--- config.mk ---
export PLATFORM = sky130hd
export DESIGN_NAME = dl_irq_timer
export DESIGN_NICKNAME = d
export VERILOG_FILES = /design/src/rtl/dlt_pkg.sv /design/src/rtl/dlt_ctl_regs.sv /design/src/rtl/dlt_countdown.sv /design/src/rtl/dlt_deadline.sv /design/src/rtl/dl_irq_timer.sv
export SDC_FILE = /design/constraint.sdc
export NUM_CORES = 1
export LEC_CHECK = 0
export ABC_CLOCK_PERIOD_IN_PS = 4580
export BUFFER_PORTS_ARGS = -buffer_cell sky130_fd_sc_hd__buf_2
export CAP_MARGIN = 20
export CORE_MARGIN = 3
export CORE_UTILIZATION = 25
export CTS_CLUSTER_DIAMETER = 150
export DETAILED_ROUTE_END_ITERATION = 6
export PLACE_DENSITY = 0.43
export SLEW_MARGIN = 20
export SYNTH_ARGS = -nofsm -noshare
export SYNTH_HDL_FRONTEND = slang
export SYNTH_SLANG_ARGS = --single-unit
--- constraint.sdc ---
create_clock -name clk -period 4.58 [get_ports clk]
set_clock_uncertainty 0.2 [all_clocks]
set_input_delay 0 -clock clk [delete_from_list [all_inputs] [get_ports clk]]
set_output_delay 0 -clock clk [all_outputs]
set_load 0.01 [all_outputs]
--- src/rtl/dlt_pkg.sv ---
`timescale 1ns/1ps
package dlt_pkg;
    localparam int VEC_W        = 8;
    localparam int CTL_MASK_BIT = 16;
    localparam int CTL_MODE_LO  = 17;
    localparam int CTL_MODE_HI  = CTL_MODE_LO + 1;

    localparam logic [1:0] ADDR_CTL  = 2'd0;
    localparam logic [1:0] ADDR_INIT = 2'd1;
    localparam logic [1:0] ADDR_CUR  = 2'd2;

    typedef enum logic [1:0] {
        MODE_ONESHOT  = 2'b00,
        MODE_PERIODIC = 2'b01,
        MODE_DEADLINE = 2'b10,
        MODE_RSVD     = 2'b11
    } tmode_e;

    typedef enum logic {
        CD_IDLE = 1'b0,
        CD_RUN  = 1'b1
    } cd_state_e;

    typedef enum logic {
        DL_IDLE  = 1'b0,
        DL_ARMED = 1'b1
    } dl_state_e;
endpackage

--- src/rtl/dlt_ctl_regs.sv ---
`timescale 1ns/1ps
module dlt_ctl_regs
    import dlt_pkg::*;
(
    input  logic             clk,
    input  logic             rst_n,
    input  logic             wr_en,
    input  logic [VEC_W-1:0] wr_vec,
    input  logic             wr_mask,
    input  tmode_e           wr_mode,
    output logic [VEC_W-1:0] vec_q,
    output logic             mask_q,
    output tmode_e           mode_q,
    output logic             mode_chg
);
    // Mode change strobe: shared clear for both timing engines
    always_comb begin
        mode_chg = wr_en && (wr_mode != mode_q);
    end

    always_ff @(posedge clk) begin
        if (!rst_n) begin
            vec_q  <= '0;
            mask_q <= 1'b0;
            mode_q <= MODE_ONESHOT;
        end else if (wr_en) begin
            vec_q  <= wr_vec;
            mask_q <= wr_mask;
            mode_q <= wr_mode;
        end
    end
endmodule

--- src/rtl/dlt_countdown.sv ---
`timescale 1ns/1ps
module dlt_countdown
    import dlt_pkg::*;
#(
    parameter int CNT_W = 32
) (
    input  logic             clk,
    input  logic             rst_n,
    input  logic             clear,
    input  logic             enable,
    input  logic             periodic,
    input  logic             init_wr,
    input  logic [CNT_W-1:0] init_wdata,
    output logic [CNT_W-1:0] init_q,
    output logic [CNT_W-1:0] cur_q,
    output logic             fire
);
    localparam logic [CNT_W-1:0] ONE = CNT_W'(1);

    cd_state_e        state_q, state_n;
    logic [CNT_W-1:0] init_n, cur_n;
    logic             load;

    assign load = init_wr && enable;

    // State register
    always_ff @(posedge clk) begin
        if (!rst_n) begin
            state_q <= CD_IDLE;
            init_q  <= '0;
            cur_q   <= '0;
        end else begin
            state_q <= state_n;
            init_q  <= init_n;
            cur_q   <= cur_n;
        end
    end

    // Next state: clear beats load, load beats expiry
    always_comb begin
        state_n = state_q;
        init_n  = init_q;
        cur_n   = cur_q;
        if (clear) begin
            state_n = CD_IDLE;
            init_n  = '0;
            cur_n   = '0;
        end else if (load) begin
            init_n  = init_wdata;
            cur_n   = init_wdata;
            state_n = (init_wdata == '0) ? CD_IDLE : CD_RUN;
        end else begin
            unique case (state_q)
                CD_IDLE: begin
                    cur_n = cur_q;
                end
                CD_RUN: begin
                    if (cur_q == ONE) begin
                        if (periodic) begin
                            cur_n = init_q;
                        end else begin
                            cur_n   = '0;
                            state_n = CD_IDLE;
                        end
                    end else begin
                        cur_n = cur_q - ONE;
                    end
                end
            endcase
        end
    end

    // Outputs
    always_comb begin
        fire = 1'b0;
        unique case (state_q)
            CD_IDLE: fire = 1'b0;
            CD_RUN:  fire = !clear && !load && (cur_q == ONE);
        endcase
    end
endmodule

--- src/rtl/dlt_deadline.sv ---
`timescale 1ns/1ps
module dlt_deadline
    import dlt_pkg::*;
#(
    parameter int TS_W = 64
) (
    input  logic            clk,
    input  logic            rst_n,
    input  logic            clear,
    input  logic            enable,
    input  logic            wr,
    input  logic [TS_W-1:0] wdata,
    input  logic [TS_W-1:0] tsc,
    output logic [TS_W-1:0] dl_q,
    output logic            fire
);
    dl_state_e       state_q, state_n;
    logic [TS_W-1:0] dl_n;
    logic            take;
    logic            past_wr;

    assign take    = wr && enable;
    assign past_wr = (wdata != '0) && (wdata <= tsc);

    // State register
    always_ff @(posedge clk) begin
        if (!rst_n) begin
            state_q <= DL_IDLE;
            dl_q    <= '0;
        end else begin
            state_q <= state_n;
            dl_q    <= dl_n;
        end
    end

    // Next state: clear beats write, write beats compare
    always_comb begin
        state_n = state_q;
        dl_n    = dl_q;
        if (clear) begin
            state_n = DL_IDLE;
            dl_n    = '0;
        end else if (take) begin
            if (wdata == '0 || past_wr) begin
                state_n = DL_IDLE;
                dl_n    = '0;
            end else begin
                state_n = DL_ARMED;
                dl_n    = wdata;
            end
        end else begin
            unique case (state_q)
                DL_IDLE: dl_n = dl_q;
                DL_ARMED: begin
                    if (tsc >= dl_q) begin
                        state_n = DL_IDLE;
                        dl_n    = '0;
                    end
                end
            endcase
        end
    end

    // Outputs
    always_comb begin
        fire = 1'b0;
        if (!clear) begin
            if (take) begin
                fire = past_wr;
            end else begin
                unique case (state_q)
                    DL_IDLE:  fire = 1'b0;
                    DL_ARMED: fire = (tsc >= dl_q);
                endcase
            end
        end
    end
endmodule

--- src/rtl/dl_irq_timer.sv ---
`timescale 1ns/1ps
module dl_irq_timer
    import dlt_pkg::*;
#(
    parameter int DATA_W = 32,
    parameter int CNT_W  = 32,
    parameter int TS_W   = 64
) (
    input  logic              clk,
    input  logic              rst_n,
    input  logic              reg_wr_en,
    input  logic [1:0]        reg_addr,
    input  logic [DATA_W-1:0] reg_wdata,
    output logic [DATA_W-1:0] reg_rdata,
    input  logic              dl_wr_en,
    input  logic [TS_W-1:0]   dl_wdata,
    output logic [TS_W-1:0]   dl_rdata,
    input  logic [TS_W-1:0]   tsc,
    output logic              irq_valid,
    output logic [VEC_W-1:0]  irq_vector
);
    logic [VEC_W-1:0] ctl_vec;
    logic             ctl_mask;
    tmode_e           ctl_mode;
    logic             mode_chg;
    logic             dl_mode;
    logic [CNT_W-1:0] init_q, cur_q;
    logic [TS_W-1:0]  dl_q;
    logic             cd_fire, dl_fire, any_fire;
    logic [DATA_W-1:0] ctl_rd;

    dlt_ctl_regs u_ctl (
        .clk      (clk),
        .rst_n    (rst_n),
        .wr_en    (reg_wr_en && (reg_addr == ADDR_CTL)),
        .wr_vec   (reg_wdata[VEC_W-1:0]),
        .wr_mask  (reg_wdata[CTL_MASK_BIT]),
        .wr_mode  (tmode_e'(reg_wdata[CTL_MODE_HI:CTL_MODE_LO])),
        .vec_q    (ctl_vec),
        .mask_q   (ctl_mask),
        .mode_q   (ctl_mode),
        .mode_chg (mode_chg)
    );

    assign dl_mode = (ctl_mode == MODE_DEADLINE);

    dlt_countdown #(.CNT_W(CNT_W)) u_cd (
        .clk        (clk),
        .rst_n      (rst_n),
        .clear      (mode_chg),
        .enable     (!dl_mode),
        .periodic   (ctl_mode == MODE_PERIODIC),
        .init_wr    (reg_wr_en && (reg_addr == ADDR_INIT)),
        .init_wdata (reg_wdata[CNT_W-1:0]),
        .init_q     (init_q),
        .cur_q      (cur_q),
        .fire       (cd_fire)
    );

    dlt_deadline #(.TS_W(TS_W)) u_dl (
        .clk   (clk),
        .rst_n (rst_n),
        .clear (mode_chg),
        .enable(dl_mode),
        .wr    (dl_wr_en),
        .wdata (dl_wdata),
        .tsc   (tsc),
        .dl_q  (dl_q),
        .fire  (dl_fire)
    );

    assign any_fire = cd_fire || dl_fire;

    // Control word readback
    always_comb begin
        ctl_rd = '0;
        ctl_rd[VEC_W-1:0] = ctl_vec;
        ctl_rd[CTL_MASK_BIT] = ctl_mask;
        ctl_rd[CTL_MODE_HI:CTL_MODE_LO] = ctl_mode;
    end

    // Register read mux with mode-dependent hiding
    always_comb begin
        unique case (reg_addr)
            ADDR_CTL:  reg_rdata = ctl_rd;
            ADDR_INIT: reg_rdata = dl_mode ? '0 : DATA_W'(init_q);
            ADDR_CUR:  reg_rdata = dl_mode ? '0 : DATA_W'(cur_q);
            default:   reg_rdata = '0;
        endcase
    end

    assign dl_rdata = dl_mode ? dl_q : '0;

    // Registered interrupt pulse
    always_ff @(posedge clk) begin
        if (!rst_n) begin
            irq_valid  <= 1'b0;
            irq_vector <= '0;
        end else begin
            irq_valid  <= any_fire && !ctl_mask;
            irq_vector <= (any_fire && !ctl_mask) ? ctl_vec : '0;
        end
    end
endmodule

==> results.md <==
- The run finished with clean final reports.
- The routed layout has 11100 vias.
- The iteration count of the initial detailed-routing pass is 5.
- At the end of the flow, the number of nets in the layout was 1975.
- The cell sitting at the root of the clock tree is a clkbuf_16.
- In the post-synthesis netlist, the biggest area contributors are dfxtp_1, ha_1, nand2_1.
- The effective utilization at floorplan is 25.49%.
- The required time of the critical path is 4770 ps.
- The total routed wirelength is 42.37 mm.
- The measured slew at the worst slew-check pin is 1115 ps.
- The source-to-sink clock delay at the later pin of the worst-skew pair is 450 ps.
- The initial antenna violation count is 9.
- Counting every net in the synthesized netlist gives 1637.
- Dividing total power by cell area gives a power density of 262.5 mW/mm^2.
- The first routing iteration left 571 violations.
- Traced cell by cell, the critical path runs through inv_1 -> ha_1 -> a21oi_1 -> nand2_1 -> a221o_1 -> o31a_1 -> or4_1 -> o22ai_4 -> buf_12 -> a22o_1.
- The kind of start point of the critical path is a flip-flop.
- STA classifies the critical path endpoint as a flip-flop.
- The remaining max-slew budget at the tightest pin is 25.56%.
- The remaining antenna violation count after routing is 0.
- After technology mapping, the gate count stands at 1341.
- The leakage power is 6.109 nW.
- The total of max-cap violations is 0.
- The largest single stage delay on the critical path is 550 ps.
- In this run, synthesis inferred 0 flip-flops with an integrated enable.
- Routability-driven placement finished with a final weighted congestion of 0.8547.
- The height of the die is 211.0 um.
- The average size of a mapped cell is 7.833 um^2.
- The most used flip-flop cell after synthesis is dfxtp_1.
- In the synthesized netlist the async set-or-reset flop fraction comes to 0%.
- The worst-case IR drop observed on VDD is 0.2154 mV.
- The mean number of vias per cell is 4.985.
- The number of top-level pins is 271.
- The clock period could shrink to 3473 ps.
- The clock tree synthesis step divided the H-tree into 4 levels.
- The proportion of netlist area held by the largest area contributor is 28.59%.
- The synthesized netlist occupies a cell area of 0.01050 mm^2.
- Counting instances in the post-synthesis netlist gives the leading cell types as nand2_1, dfxtp_1, inv_1, ha_1, a21oi_1.
- The path class of the tightest hold or removal check is in -> reg.
- The count of final max-slew check failures is 0.
- The clock passes through at most 2 buffers.
- Along the worst path, the maximum fanout reaches 47.
- For this run, the total global-route usage over all layers was measured as 18.99%.
- Synthesis instantiated 63 different standard cells from the library.
- The number of sinks handled by clock tree synthesis is 150.
- The setup path with the least slack is of type reg -> reg.
- The final critical-path share of the clock period is 75.82%.
- The placement row count is 74.
- The buffers plus inverters on the worst setup path is 2.
- The count of unresolved DRC violations after routing is 0.
- The total chip power is 3.696 mW.
- The via count of the first global-routing pass was 11350.
- In the final routed layout, each cell accounts on average for 19.03 um.
- Compared with the post-synthesis result, the final layout area differs by 34.03%.
- The CTS clock-pin slew for the worst setup and hold paths is 70 ps.
- The achievable clock frequency is 0.2880 GHz.
- The maximum number of pins on one net before global-route repair is 69.
- The Yosys step of the flow raised 0 warnings.
- The total count of hold-check failures in the final report came to 0.
- The first-pass GRT wire length is 65.58 mm.
- The kind of cell adding the most delay to the critical path is compound AO/OA/AOI/OAI gates.
- TritonCTS built the clock tree.
- The final count of negative-setup-slack endpoints is 0.
- Data arrives at the worst endpoint at 3660 ps.
- After synthesis, flip-flops and latches occupy 28.59% of the total area.
- Once detailed placement completed, the half-perimeter wirelength came to 32.40 mm.
- The most instantiated library cell after synthesis is nand2_1.
- The die covers 0.04451 mm^2.
- Buffers added to address setup during post-CTS repair amount to 0.
- The total negative setup slack is 0 ps.
- Port buffering added 270 buffers.
- The total CTS buffers is 17.
- The final global-route overflow total is 0.
- Setup repair after global routing left no endpoint under its margin.
- Of all cell types, the one taking the most synthesized area is dfxtp_1.
- The number of flip-flops and latches in the synthesized netlist is 150.
- The cell with the largest stage delay on the worst path is or4_1.
- The share of layout cells above drive strength 1 is 19.68%.
- The chip width is 211.0 um.
- The area inside the core boundary is 0.04120 mm^2.
## sequential cells by signal (all words and copies together) (netlist names)
| name | flops |
|---|---|
| u_dl.dl_q | 64 |
| u_cd.cur_q | 32 |
| u_cd.init_q | 32 |
| irq_vector | 8 |
| u_ctl.vec_q | 8 |
| u_ctl.mode_q | 2 |
| irq_valid | 1 |
| u_cd.state_q | 1 |
| u_ctl.mask_q | 1 |
| u_dl.state_q | 1 |
## tightest hold or removal path: stages
cell and delay (ps):
buf_2 150, nor2_1 80, and2_1 300, nand2_1 120, a21boi_0 60
## per-stage QoR
step           area (um^2)  hold WS [ps]  util [%]  setup WS, ps  std cells
2_1_floorplan        10500        -112.7         -          1650       1341
3_3_place_gp         12410         65.47     30.12          1121       2085
3_5_place_dp         12410         66.45     30.12          1114       2085
4_1_cts              14070         83.46     34.15          1084       2224
5_1_grt              14070         143.9     34.16         880.6       2225
6_report             14080         103.4     34.17          1107       2227
## final timing paths
| check | from | end | slack, ps | cells after the start |
|---|---|---|---|---|
| worst min-delay path | reg_addr[1] | u_ctl.mode_q[0]$_SDFFE_PN0P_ | 100 | 5 |
| worst min register to register | u_cd.init_q[16]$_SDFFE_PP0P_ | u_cd.init_q[16]$_SDFFE_PP0P_ | 270 | 2 |
| worst max-delay path | u_dl.dl_q[54]$_SDFFE_PP0P_ | u_dl.dl_q[5]$_SDFFE_PP0P_ | 1110 | 10 |
| worst max register to register | u_dl.dl_q[54]$_SDFFE_PP0P_ | u_dl.dl_q[5]$_SDFFE_PP0P_ | 1110 | 10 |
## cell families after synthesis
family | count (synthesis) | synth area share [%]
AOI/OAI and AO/OA | 380 | 24.60
xor gates and xnor gates | 18 | 1.501
adders and majority gates | 130 | 15.49
buffers and inverters | 209 | 7.612
DFF | 150 | 28.59
muxes | 3 | 0.2978
and+or+nand+nor | 451 | 21.92
## per-layer routing
metal  vias up  global-route usage (%)  routed length (um)
met5         -                       0                  66
met4        10                   5.266                 838
met3        51                   4.114                2376
met2       325                   31.68               19770
met1      5193                   24.87               19320
li1       5522                       -                   -
## layout make-up
| cell class | count | area, um^2 |
|---|---|---|
| Clock inverter | 15 | 166.4 |
| Sequential cell | 150 | 3003 |
| Timing Repair Buffer | 392 | 2547 |
| Antenna cell | 3 | 7.507 |
| Clock buffer | 17 | 425.4 |
| Multi-Input combinational cell | 982 | 6753 |
| Fill cell | 4351 | 27120 |
| Tap cell | 532 | 665.6 |
| Inverter | 136 | 510.5 |
## power by group
part / internal, mW / switching, mW
clock network: 0.819 / 0.670
registers: 1.34 / 0.0480
logic: 0.343 / 0.478
total: 2.50 / 1.20
## layout by cell type (no fill, tap or decap), types with 5 or more instances in the layout
cell and count:
o31ai_1 13, a21o_1 10, dfxtp_1 150, o211ai_1 25, buf_2 270, a221oi_1 6
nand2_1 160, and2_1 67, and4_1 9, inv_1 136, or3_1 9, or4_1 5
inv_6 5, ha_1 130, nor2_1 55, nand3_1 25, a22oi_1 30, dlygate4sd3_1 107
nand4_1 34, nor3_1 16, a22o_1 65, o21ai_0 46, a21boi_0 15, nor4_1 43
xor2_1 9, clkbuf_16 17, a21oi_1 114, a211oi_1 22, xnor2_1 9, buf_4 14
## repair_timing
action,in CTS,in global routing
hold buffers,107,0
hold endpoints to repair,150,0
gates resized for setup,0,0
Power figures use the tool's default switching activity.
